### config.mk
export PLATFORM = sky130hd
export DESIGN_NAME = tmr_irq_flags
export DESIGN_NICKNAME = d
export VERILOG_FILES = /design/src/rtl/tif_pkg.sv /design/src/rtl/tif_event_sel.sv /design/src/rtl/tif_flag_cell.sv /design/src/rtl/tif_reg_port.sv /design/src/rtl/tif_req_gate.sv /design/src/rtl/tmr_irq_flags.sv
export SDC_FILE = /design/constraint.sdc
export NUM_CORES = 1
export LEC_CHECK = 0
export BUFFER_PORTS_ARGS = -buffer_cell sky130_fd_sc_hd__buf_2
export CAP_MARGIN = 20
export CORE_AREA = 2 2 39 41
export CTS_CLUSTER_SIZE = 28
export DETAILED_ROUTE_END_ITERATION = 7
export DIE_AREA = 0 0 41 43
export REMOVE_ABC_BUFFERS = 1
export SYNTH_ARGS = -nofsm -noshare
export SYNTH_HDL_FRONTEND = slang
export SYNTH_SLANG_ARGS = --single-unit
### constraint.sdc
create_clock -name clk -period 1.1 [get_ports clk]
set_input_delay 0.11 -clock clk [delete_from_list [all_inputs] [get_ports clk]]
set_output_delay 0.11 -clock clk [all_outputs]
set_load 0.005 [all_outputs]
### src/rtl/tif_pkg.sv
`timescale 1ns/1ps
package tif_pkg;
    localparam int NSRC  = 4;
    localparam int REG_W = 8;

    localparam int SRC_T0_OVF = 0;
    localparam int SRC_T1_CAP = 1;
    localparam int SRC_T1_CMP = 2;
    localparam int SRC_T1_OVF = 3;

    // register bit that holds the flag of source k
    function automatic int flag_pos(input int k);
        case (k)
            0:       return 1;
            1:       return 3;
            2:       return 6;
            default: return 7;
        endcase
    endfunction

    typedef enum logic {
        FLG_IDLE = 1'b0,
        FLG_PEND = 1'b1
    } flag_state_t;
endpackage

### src/rtl/tif_event_sel.sv
`timescale 1ns/1ps
module tif_event_sel
    import tif_pkg::*;
#(
    parameter int N = NSRC
) (
    input  logic         t1_wrap_i,
    input  logic         t1_leave_zero_i,
    input  logic         t1_pwm_i,
    input  logic         t1_match_i,
    input  logic         t1_capture_i,
    input  logic         t0_wrap_i,
    output logic [N-1:0] set_o
);
    logic t1_ovf_evt;

    // PWM mode counts overflow as the counter leaving bottom, not the wrap
    always_comb begin
        t1_ovf_evt = t1_pwm_i ? t1_leave_zero_i : t1_wrap_i;
    end

    always_comb begin
        set_o             = '0;
        set_o[SRC_T0_OVF] = t0_wrap_i;
        set_o[SRC_T1_CAP] = t1_capture_i;
        set_o[SRC_T1_CMP] = t1_match_i;
        set_o[SRC_T1_OVF] = t1_ovf_evt;
    end
endmodule

### src/rtl/tif_flag_cell.sv
`timescale 1ns/1ps
module tif_flag_cell
    import tif_pkg::*;
(
    input  logic clk,
    input  logic rst_n,
    input  logic set_i,
    input  logic clr_i,
    output logic flag_o
);
    flag_state_t st_q;
    flag_state_t st_d;

    always_comb begin
        st_d = st_q;
        unique case (st_q)
            FLG_IDLE: if (set_i)           st_d = FLG_PEND;
            FLG_PEND: if (clr_i && !set_i) st_d = FLG_IDLE;
        endcase
    end

    always_ff @(posedge clk or negedge rst_n) begin
        if (!rst_n) st_q <= FLG_IDLE;
        else        st_q <= st_d;
    end

    always_comb begin
        flag_o = (st_q == FLG_PEND);
    end

    AST_SET_WINS: assert property (@(posedge clk) disable iff (!rst_n)
        set_i |=> flag_o);
    AST_CLEAR_TAKES: assert property (@(posedge clk) disable iff (!rst_n)
        (clr_i && !set_i) |=> !flag_o);
    AST_FLAG_HOLDS: assert property (@(posedge clk) disable iff (!rst_n)
        (!set_i && !clr_i) |=> $stable(flag_o));
endmodule

### src/rtl/tif_reg_port.sv
`timescale 1ns/1ps
module tif_reg_port
    import tif_pkg::*;
#(
    parameter int N = NSRC,
    parameter int W = REG_W
) (
    input  logic         wr_i,
    input  logic [W-1:0] wdata_i,
    input  logic [N-1:0] ack_i,
    input  logic [N-1:0] flags_i,
    output logic [N-1:0] clr_o,
    output logic [W-1:0] rdata_o
);
    for (genvar k = 0; k < N; k++) begin : g_clr
        localparam int P = flag_pos(k);
        assign clr_o[k] = (wr_i && wdata_i[P]) || ack_i[k];
    end

    always_comb begin
        rdata_o = '0;
        for (int k = 0; k < N; k++) begin
            rdata_o[flag_pos(k)] = flags_i[k];
        end
    end
endmodule

### src/rtl/tif_req_gate.sv
`timescale 1ns/1ps
module tif_req_gate #(
    parameter int N = 4
) (
    input  logic         gie_i,
    input  logic [N-1:0] en_i,
    input  logic [N-1:0] flags_i,
    output logic [N-1:0] irq_o
);
    always_comb begin
        irq_o = {N{gie_i}} & en_i & flags_i;
    end
endmodule

### src/rtl/tmr_irq_flags.sv
`timescale 1ns/1ps
module tmr_irq_flags
    import tif_pkg::*;
#(
    parameter int REG_BITS = REG_W
) (
    input  logic                clk,
    input  logic                rst_n,
    input  logic                t1_wrap_i,
    input  logic                t1_leave_zero_i,
    input  logic                t1_pwm_i,
    input  logic                t1_match_i,
    input  logic                t1_capture_i,
    input  logic                t0_wrap_i,
    input  logic [NSRC-1:0]     src_en_i,
    input  logic                gie_i,
    input  logic                reg_wr_i,
    input  logic [REG_BITS-1:0] reg_wdata_i,
    output logic [REG_BITS-1:0] reg_rdata_o,
    input  logic [NSRC-1:0]     vec_ack_i,
    output logic [NSRC-1:0]     irq_o
);
    localparam logic [REG_BITS-1:0] RSVD_MASK = 8'h35;

    logic [NSRC-1:0] set_vec;
    logic [NSRC-1:0] clr_vec;
    logic [NSRC-1:0] flags;

    tif_event_sel #(.N(NSRC)) u_evt (
        .t1_wrap_i       (t1_wrap_i),
        .t1_leave_zero_i (t1_leave_zero_i),
        .t1_pwm_i        (t1_pwm_i),
        .t1_match_i      (t1_match_i),
        .t1_capture_i    (t1_capture_i),
        .t0_wrap_i       (t0_wrap_i),
        .set_o           (set_vec)
    );

    for (genvar k = 0; k < NSRC; k++) begin : g_cell
        tif_flag_cell u_cell (
            .clk    (clk),
            .rst_n  (rst_n),
            .set_i  (set_vec[k]),
            .clr_i  (clr_vec[k]),
            .flag_o (flags[k])
        );

        AST_IRQ_NEEDS_FLAG: assert property (@(posedge clk) disable iff (!rst_n)
            irq_o[k] |-> (reg_rdata_o[flag_pos(k)] && gie_i));
        AST_ACK_CLEARS: assert property (@(posedge clk) disable iff (!rst_n)
            (vec_ack_i[k] && !set_vec[k]) |=> !reg_rdata_o[flag_pos(k)]);
    end

    tif_reg_port #(.N(NSRC), .W(REG_BITS)) u_port (
        .wr_i    (reg_wr_i),
        .wdata_i (reg_wdata_i),
        .ack_i   (vec_ack_i),
        .flags_i (flags),
        .clr_o   (clr_vec),
        .rdata_o (reg_rdata_o)
    );

    tif_req_gate #(.N(NSRC)) u_gate (
        .gie_i   (gie_i),
        .en_i    (src_en_i),
        .flags_i (flags),
        .irq_o   (irq_o)
    );

    AST_PWM_OVF_SET: assert property (@(posedge clk) disable iff (!rst_n)
        (t1_pwm_i && t1_leave_zero_i) |=> reg_rdata_o[7]);
    AST_RSVD_ZERO: assert property (@(posedge clk) disable iff (!rst_n)
        (reg_wr_i && ((reg_wdata_i & RSVD_MASK) != '0)) |=> ((reg_rdata_o & RSVD_MASK) == '0));
endmodule

### After elaboration in Yosys (flattened, before gate mapping)

Cells that the tools add are included.

* register bits after elaboration: 4
* input port bits: 26
* output and inout bits: 12
* word-level logic and storage cells: 39

* muxes and demuxes: 13
* bitwise operators: 6
* reductions and logical operators: 16

Operators by type and width (count)
* $mux 1: 9
* $and 4x4->4: 2
* $logic_and 1x1->1: 8
* $pmux 1 s2: 4
* $logic_not 1->1: 4
* $logic_or 1x1->1: 4
* $not 1->1: 4

### Logic depth before layout (Yosys ltp)

* depth after elaboration: 5
* depth in mapped cells: 2
* mapped depth without buffers: 2

### Modules after synthesis

From an unflattened synthesis, not the netlist that was laid out.

* cells, all modules: 34
* area, all modules: 309.0 um^2

Modules (own cells, without submodules)
* tif_flag_cell: times used 4, cells an instance 3, area each 36.3 um^2, sequential area each 25.0 um^2
* tif_reg_port: times used 1, cells an instance 13, area each 93.8 um^2, sequential area each 0.0 um^2
* tif_event_sel: times used 1, cells an instance 5, area each 45.0 um^2, sequential area each 0.0 um^2
* tif_req_gate: times used 1, cells an instance 4, area each 25.0 um^2, sequential area each 0.0 um^2

### Worst setup path before layout

OpenSTA, ideal clock, no wires.

* path kind: register to register
* start: register g_cell[3].u_cell.st_q
* end: register g_cell[3].u_cell.st_q
* data arrival time: 749 ps
* slack: 225 ps
* cell stages (with the launch flop): 3
* buffers on the path: 0
* cells stage by stage: dfrtp_1 > nor2b_1 > a221o_1

* word-level cells in the longest chain between the ends: 2

Ends and longest elaborated chain
* from (decl): line tif_flag_cell.sv:11 `flag_state_t st_q;`
* from (signal assigned): line tif_flag_cell.sv:24 `else st_q <= st_d;`
* $not 1->1
* $pmux 1 s2 (*): line tif_flag_cell.sv:16 `unique case (st_q)`
* net g_cell[3].u_cell.st_d: line tif_flag_cell.sv:12 `flag_state_t st_d;`

Mark *: on every way through the listed nets, which the timed path passes. The rest lies on a longest branch.

### Worst setup path after layout

* start: register g_cell[1].u_cell.st_q
* end: output irq_o[1]

* word-level cells in the longest chain between the ends: 1

Ends and longest elaborated chain
* from (decl): line tif_flag_cell.sv:11
* from (signal assigned): line tif_flag_cell.sv:24
* $and 4x4->4: line tif_req_gate.sv:11 `irq_o = {N{gie_i}} & en_i & flags_i;`
* to (decl): line tmr_irq_flags.sv:21 `output logic [NSRC-1:0] irq_o`

Every way passes these cells.

==> flow_metrics.py <==
metrics = {
    "worst_setup_path": {
        "r2r_slack_ns": 0.19,
        "worst-path-buf-inv": 1,
        "max_stage_delay_ns": 0.39,
        "crit_path_start": "g_cell[1].u_cell.flag_o$_DFF_PN0_",
        "cp.arrival_ns": 0.88,
        "cp.depth": 2,
        "crit_slowest_cell": "dfrtp_1",
        "endpoint_kind": "output port",
        "crit_path_max_fanout": 3,
        "critical-path-top-delay-family": "flip-flops",
        "regToRegStartpoint": "g_cell[3].u_cell.flag_o$_DFF_PN0_",
        "cp_cell_sequence": "and3_1 > buf_2",
        "path_class": "flop to output port",
        "startpoint_type": "flop",
        "crit_required_ns": 0.99,
        "worst_r2r_path_depth": 2,
        "cp-endpoint": "irq_o[1]",
        "r2r_end": "g_cell[3].u_cell.flag_o$_DFF_PN0_",
    },
    "min_path": {
        "hold_depth": 2,
        "hp-class": "input port to flop",
    },
    "status": {
        "outcome": "completed",
    },
    "logic_synthesis": {
        "yosysWarnings": 0,
        "yosys.cell_types.count": 9,
        "netlist_area_um2": 264.0,
        "synthMuxAreaShare_pct": 0,
        "syn_avg_cell_area_um2": 8.800,
        "synth-simple-area-share_pct": 19.91,
        "syn-instance-count": 30,
        "synth_compound_area_share_pct": 13.74,
        "yosysSeqAreaShare_pct": 37.91,
        "synthAdderAreaFrac_pct": 0,
        "synth_xor_area_share_pct": 0,
        "synth_top_family_by_area": "buffers and inverters",
        "synth-seq-cells": 4,
    },
    "sta": {
        "drv_slew": 0,
        "finalHoldViolations": 0,
        "clock_skew_ns": 0,
        "fin_tns_setup_ns": 0,
        "fin_ws_ns": 0.1103,
        "setup_violations": 0,
        "post-route-min-period_ns": 0.9897,
        "min_period_over_period_pct": 89.97,
        "holdWs_ns": 0.06757,
        "fmax_mhz": 1010,
        "rsz0062_at_grt": "no",
    },
    "drt": {
        "wl_per_cell_um": 8.649,
        "avgViaCountPerCell": 3.703,
        "vias": 274,
        "ant_nets": 0,
        "drt-pass1-iter-count": 1,
        "drt-total-wl_um": 640,
        "drcViolationCount": 0,
        "drtIter0Drc": 0,
    },
    "placed_design": {
        "placed_area_um2": 380.4,
        "io_buffer_count": 29,
        "gp_congestion": 0.5873,
        "place_worst_setup_slack_ns": 0.1925,
    },
    "clock_network": {
        "path_clk_slew_ns": 0.04,
        "cts.sinks": 4,
        "cts_root_buf": "clkbuf_4",
        "cts_buffers": 3,
        "cts_tree": "built",
        "htreeDepth": 1,
        "cts_max_path_buffers": 2,
        "clock_latency_ns": 0.23,
    },
    "floorplanning": {
        "rows": 14,
        "io_pins": 38,
        "coreArea_um2": 1384,
        "start_util_pct": 19.08,
        "chipHeight_um": 43,
        "die_width_um": 41,
        "die_area_um2": 1763,
    },
    "pwr": {
        "power_frac_seq_pct": 37.6,
        "power-per-cell-area_nw_per_um2": 1079,
        "leakage_nw": 0.2536,
        "p_int_mw": 0.3390,
        "clkPwrFrac_pct": 41.7,
        "comb_power_share_pct": 20.8,
        "switching_share_pct": 23.91,
        "ir_drop_mv": 0.2995,
        "switchingPower_mw": 0.1066,
    },
    "final_layout": {
        "layout_commonest_cell": "buf_2",
        "fin_nets": 86,
        "areaGrowthSynthToFinish_pct": 56.40,
        "post-route-cell-area_um2": 412.9,
        "drive_above_1_share_pct": 55.17,
        "final_cell_mix": "buf_2 (29), nand2_1 (4), and3_1 (4), conb_1 (4), dfrtp_1 (4)",
        "antenna_cells": 0,
        "final_util_pct": 29.84,
        "largest_register_ffs": 4,
    },
    "flow_run": {
        "max-cap-violations": 0,
    },
    "global_routing": {
        "grt_pass1_wl_um": 841,
        "grt.overflow.total": 0,
        "track_usage_pct": 7.739,
        "grt_start_max_net_pins": 5,
        "grt_pass1_vias": 221,
        "antenna_found_initial": 0,
    },
}
## how the worst min path moves through the flow
stage / startpoint / endpoint / slack, ns
floorplan: rst_n / g_cell[0].u_cell.flag_o$_DFF_PN0_ / -0.19
global placement: rst_n / g_cell[1].u_cell.flag_o$_DFF_PN0_ / -0.08
detailed placement: rst_n / g_cell[1].u_cell.flag_o$_DFF_PN0_ / -0.08
CTS: t1_capture_i / g_cell[1].u_cell.flag_o$_DFF_PN0_ / 0.06
global route: t1_capture_i / g_cell[1].u_cell.flag_o$_DFF_PN0_ / 0.07
finish: t1_capture_i / g_cell[1].u_cell.flag_o$_DFF_PN0_ / 0.07
## Yosys cell counts (all sizes together)
cell / number / area, um^2
buf: 8 / 60.06
a31o: 3 / 26.28
inv: 3 / 11.26
conb: 1 / 3.750
a221o: 1 / 10.01
nor2b: 2 / 12.51
dfrtp: 4 / 100.1
and3: 4 / 25.02
nand2: 4 / 15.01
## through the flow
stage / power, mW / instances
2_1_floorplan: 0.1981 / 25
3_3_place_gp: 0.2593 / 70
3_5_place_dp: 0.2611 / 70
4_1_cts: 0.4566 / 74
5_1_grt: 0.4765 / 74
6_report: 0.4456 / 74
## layer usage
| metal | wire (um) | GRT usage (%) | part of all wire (%) |
|---|---|---|---|
| met5 | 0 | 0 | 0 |
| met2 | 258 | 10.00 | 40 |
| met3 | 117 | 3.141 | 18 |
| met4 | 0 | 8.000 | 0 |
| met1 | 265 | 8.710 | 41 |
## logic make-up (layout without fill, tap and decap cells)
| family | Yosys count | in the layout |
|---|---|---|
| AO/OA/AOI/OAI | 4 | 4 |
| AND/OR/NAND/NOR | 10 | 10 |
| other | 1 | 4 |
| buffers and inverters | 11 | 36 |
| flip-flops | 4 | 4 |
## power groups by stage
stage	registers (mW)	clock network (mW)	logic [mW]
after floorplan	0.170	0	0.0284
after global placement	0.169	0	0.0902
after detailed placement	0.169	0	0.0917
after CTS	0.167	0.194	0.0946
after global routing	0.169	0.203	0.105
final	0.167	0.186	0.0926
## area by class of cell
type / instances / area (um^2)
clock buffer: 3 / 22.52
tap: 16 / 20.02
multi-input combinational: 18 / 103.9
inverter: 3 / 11.26
sequential: 4 / 100.1
fill: 162 / 970.9
timing repair buffer: 30 / 155.1
## worst register-to-register path: stages (launching register included)
cell	delay, ns
dfrtp_1	0.38
nor2b_1	0.13
a221o_1	0.28
## timing repair
action | in CTS | in global routing
resized for setup | 0 | 0
hold buffers | 1 | 0
setup buffers | 0 | 0
endpoints found under the hold margin | 4 | 0
Power figures use the tool's default switching activity.
